==> config.mk <==
export PLATFORM = sky130hd
export DESIGN_NAME = fdec_ctrl_regs
export DESIGN_NICKNAME = d
export VERILOG_FILES = /design/src/rtl/fdec_ctrl_regs.sv
export SDC_FILE = /design/constraint.sdc
export NUM_CORES = 1
export LEC_CHECK = 0
export ABC_CLOCK_PERIOD_IN_PS = 2600
export BUFFER_PORTS_ARGS = -buffer_cell sky130_fd_sc_hd__clkbuf_2
export CORE_MARGIN = 10
export CORE_UTILIZATION = 36
export CTS_BUF_LIST = sky130_fd_sc_hd__clkbuf_8
export DETAILED_ROUTE_END_ITERATION = 8
export GPL_TIMING_DRIVEN = 0
export PLACE_DENSITY = 0.92
export SYNTH_ARGS = -nofsm -noshare
export SYNTH_HDL_FRONTEND = slang
export SYNTH_SLANG_ARGS = --single-unit
==> constraint.sdc <==
create_clock -name clk -period 2.6 [get_ports clk]
set_clock_uncertainty 0.05 [all_clocks]
set_input_delay 0.26 -clock clk [delete_from_list [all_inputs] [get_ports clk]]
set_output_delay 0.26 -clock clk [all_outputs]
set_load 0.01 [all_outputs]
==> src/rtl/fdec_ctrl_regs.sv <==
module fdec_ctrl_regs #(
  parameter int ADDR_W = 12,
  parameter int NCTX = 4,
  parameter logic [ADDR_W-1:0] CFG_OFS = 12'hC00,
  parameter logic [ADDR_W-1:0] STA_OFS = 12'hC04
) (
  input  logic              clk,
  input  logic              rst_n,
  input  logic              psel,
  input  logic              penable,
  input  logic              pwrite,
  input  logic [ADDR_W-1:0] paddr,
  input  logic [31:0]       pwdata,
  output logic [31:0]       prdata,
  input  logic              unwrap_done_pulse,
  input  logic              unwrap_err_pulse,
  input  logic [NCTX-1:0]   unwrap_ctx,
  output logic              engine_en,
  output logic              unwrap_en,
  output logic              key_loaded,
  output logic              irq
);
  localparam int CTX_LO = 16;

  logic cfg_en, cfg_kl, cfg_uw, cfg_ie;
  logic err_flag, done_seen;
  logic [NCTX-1:0] err_ctx;
  logic [31:0] cfg_word, sta_word;

  wire bus_wr   = psel & penable & pwrite;
  wire cfg_wr   = bus_wr && (paddr == CFG_OFS);
  wire force_wr = cfg_wr & pwdata[1];
  wire clear_wr = cfg_wr & pwdata[2];
  logic unused_bits;
  assign unused_bits = ^{pwdata[29:6], pwdata[4:3]};

  always_ff @(posedge clk or negedge rst_n) begin
    if (!rst_n) begin
      cfg_en <= 1'b0;
      cfg_kl <= 1'b0;
      cfg_uw <= 1'b0;
      cfg_ie <= 1'b0;
    end else if (cfg_wr) begin
      cfg_en <= pwdata[31];
      cfg_kl <= pwdata[30];
      cfg_uw <= pwdata[5];
      cfg_ie <= pwdata[0];
    end
  end

  always_ff @(posedge clk or negedge rst_n) begin
    if (!rst_n) begin
      err_flag <= 1'b0;
      err_ctx  <= '0;
    end else if (unwrap_err_pulse) begin
      err_flag <= 1'b1;
      err_ctx  <= err_ctx | unwrap_ctx;
    end else if (force_wr) begin
      err_flag <= 1'b1;
      err_ctx  <= '0;
    end else if (clear_wr) begin
      err_flag <= 1'b0;
      err_ctx  <= '0;
    end
  end

  always_ff @(posedge clk or negedge rst_n) begin
    if (!rst_n)
      done_seen <= 1'b0;
    else if (cfg_wr && !pwdata[5])
      done_seen <= 1'b0;
    else if (unwrap_done_pulse && cfg_uw)
      done_seen <= 1'b1;
  end

  always_comb begin
    cfg_word = '0;
    cfg_word[31] = cfg_en;
    cfg_word[30] = cfg_kl;
    cfg_word[5]  = cfg_uw;
    cfg_word[0]  = cfg_ie;
    sta_word = '0;
    sta_word[31] = cfg_uw & done_seen;
    sta_word[30] = cfg_uw;
    sta_word[29] = cfg_en;
    sta_word[CTX_LO +: NCTX] = err_ctx;
    sta_word[0]  = err_flag;
  end

  always_comb begin
    prdata = '0;
    if (psel && !pwrite) begin
      if (paddr == CFG_OFS)      prdata = cfg_word;
      else if (paddr == STA_OFS) prdata = sta_word;
    end
  end

  assign engine_en  = cfg_en;
  assign unwrap_en  = cfg_uw;
  assign key_loaded = cfg_kl;
  assign irq        = err_flag & cfg_ie;
endmodule

==> impl_metrics.yaml <==
power_and_ir_drop:
  power.total_mw: 0.3932
  p_leak_nw: 0.6545
  p_per_area_nw_per_um2: 350.8
  vdd_drop_max_v: 0.0003312
synth:
  synth_cell_types: 24
  ys_ff_latch: 10
  yosysSeqAreaShare: 0.3322
  yosys_warnings: 0
  syn_area_um2: 753.2
  netlist_instances: 81
  syn_area_per_cell_um2: 9.299
grt:
  grt_max_degree: 11
  antenna_found_initial: 0
  grt_pass1_wl_mm: 3.360
  grt-ovfl-total: 0
  grt_pass1_vias: 773
  grt_usage: 0.09552
critical_path:
  crit_path_start: "paddr[4]"
  ff2ff_setup_slack_ns: 1.71
  r2r-end: "unwrap_en"
  slowest_stage: "nor4_4"
  cp-end-kind: "output port"
  worstSetupStartpointType: "input pin"
  r2r_start: "unwrap_en"
  cp_data_arrival_time_ns: 1.53
  worst_path_most_repeated_cell: "clkbuf_2"
  critPathRequiredTime_ns: 2.29
  critPathKind: "input pin to output port"
  worstPathMaxFanout: 5
  reg2regPathDepth: 1
  path_cells: "clkbuf_2 -> nor4_4 -> nand4_1 -> nor2_1 -> and2_1 -> clkbuf_2"
  cp-endpoint: "prdata[17]"
  cpPeakStageDelay_ns: 0.33
sta:
  final_hold_viol_count: 0
  post-route-min-period_ns: 1.842
  slew_viol_final: 0
  fin_ws_ns: 0.7583
  rsz0062_at_grt: "false"
  finalSetupTns_ns: 0
  finalSetupViolCount: 0
  min_period_over_period: 0.7083
  fmax_ghz: 0.5430
clocking:
  numCtsBuffers: 3
  post_cts_buffers: 0
  clk_pin_slew_ns: 0.04
  cts_tree: "built"
  htreeDepth: 1
  clk_latency_ns: 0.23
  root_buffer: "clkbuf_8"
  cts_buffer_depth: 2
  clkSinkCount: 10
placed_design:
  io_buffers: 40
  placed_cell_area_um2: 1070
  dpl_worst_slack_ns: 0.7175
  dp_hpwl_mm: 2.007
  gp_congestion: 0.8238
route:
  via_per_inst: 4.029
  drt_wl_total_mm: 2.150
  num_vias: 701
  wl_per_cell_um: 12.36
  drcViolationCount: 0
  drt_iter0_markers: 3
  ant_nets: 0
  drtPass1Iterations: 2
layout:
  drive_gt1_frac: 0.4966
  utilization: 0.5657
  diodes: 0
  design_area_um2: 1121
  n_fill_cell: 171
  fin_nets: 204
  areaGrowthSynthToFinish_pct: 48.84
die:
  core_area_um2: 1982
  initial_core_util: 0.3801
  die_area_um2: 4322
  die_w_um: 65.74
  rows: 16
  boundaryPins: 91
  die_height_um: 65.74
flow_run:
  max-cap-violations: 0
hold_path:
  min_from: "pwdata[30]"
  whs_path_depth: 2
  worst_hold_path_type: "input pin to register"
status:
  outcome: "completed"
==> metal layers <==
metal / wire (um) / global-route usage / up-vias
li1: - / - / 355
met1: 752 / 0.08658 / 295
met2: 989 / 0.1643 / 49
met3: 392 / 0.06780 / 2
met4: 15 / 0.03209 / 0
met5: 0 / 0 / -
==> how the worst min path moves through the flow <==
stage	to	slack, ns
final	key_loaded	0.20
after global routing	key_loaded	0.19
after CTS	key_loaded	0.20
after detailed placement	engine_en	0.09
after global placement	err_ctx[2]	0.08
after floorplan	cfg_ie	-0.09
==> cell type report <==
| type | instances | area (um^2) | share of cell area |
|---|---|---|---|
| sequential | 10 | 250.2 | 0.2232 |
| inverter | 4 | 15.01 | 0.01339 |
| tap | 27 | 33.78 | 0.03013 |
| buffer | 24 | 177.7 | 0.1585 |
| multi-input combinational | 65 | 392.9 | 0.3504 |
| clock buffer | 3 | 41.29 | 0.03683 |
| timing repair buffer | 41 | 210.2 | 0.1875 |
==> stage by stage <==
stage	cells	hold slack, ns
after floorplan	103	-0.08559
after global placement	170	0.07903
after detailed placement	170	0.08667
after CTS	174	0.1958
after global routing	174	0.1914
final	174	0.1963
==> cell usage in the layout (no fill, tap or decap), types with 3 or more instances in the layout <==
master / Yosys / final
clkbuf_2: 0 / 40
buf_4: 23 / 23
conb_1: 1 / 23
nor2_1: 11 / 11
dfrtp_1: 10 / 10
and2_1: 6 / 6
a21oi_1: 6 / 6
inv_1: 4 / 4
clkbuf_8: 0 / 3
==> sequential cells by signal, summed over array words and instances (netlist names) <==
name / cells
unwrap_en: 1
err_flag: 1
cfg_ie: 1
key_loaded: 1
err_ctx: 4
done_seen: 1
engine_en: 1
==> cell usage after synthesis, drive strengths merged <==
cell type  number  area, um^2
a21oi           6       30.03
and2            6       37.54
and3b           1       8.760
and4bb          1       12.51
buf            24       177.7
conb            1       3.750
dfrtp          10       250.2
inv             4       15.01
mux2            4       45.04
mux2i           2       20.02
nand2           1       3.750
nand3           1       5.000
nand4           2       27.53
nor2           11       41.29
nor3            1       10.01
nor3b           1       7.510
nor4            1       21.27
nor4b           2       23.77
o211ai          1       7.510
o21ai           1       5.000
==> power breakdown <==
| part | internal, mW | leakage [nW] | switching [mW] | total [mW] |
|---|---|---|---|---|
| Combinational | 0.0432 | 0.519 | 0.0397 | 0.0829 |
| Clock | 0.101 | 0.0216 | 0.0529 | 0.154 |
| Sequential | 0.157 | 0.114 | 0.000186 | 0.157 |
==> critical path, delay by kind of cell <==
family | cells | cell delay, ns
AND/OR/NAND/NOR | 4 | 1.04
buffers and inverters | 2 | 0.23
==> timing repair <==
item	in CTS	in global routing
endpoints found under the hold margin	10	0
hold buffers	1	0
gates resized for setup	0	0
==> cells by family after synthesis <==
family,synth area share
mux,0.08638
other cells,0.004979
buf+inv,0.2558
compound gates,0.05648
flops,0.3322
simple gates,0.2641
No activity file was read; power rests on OpenSTA's default activity.
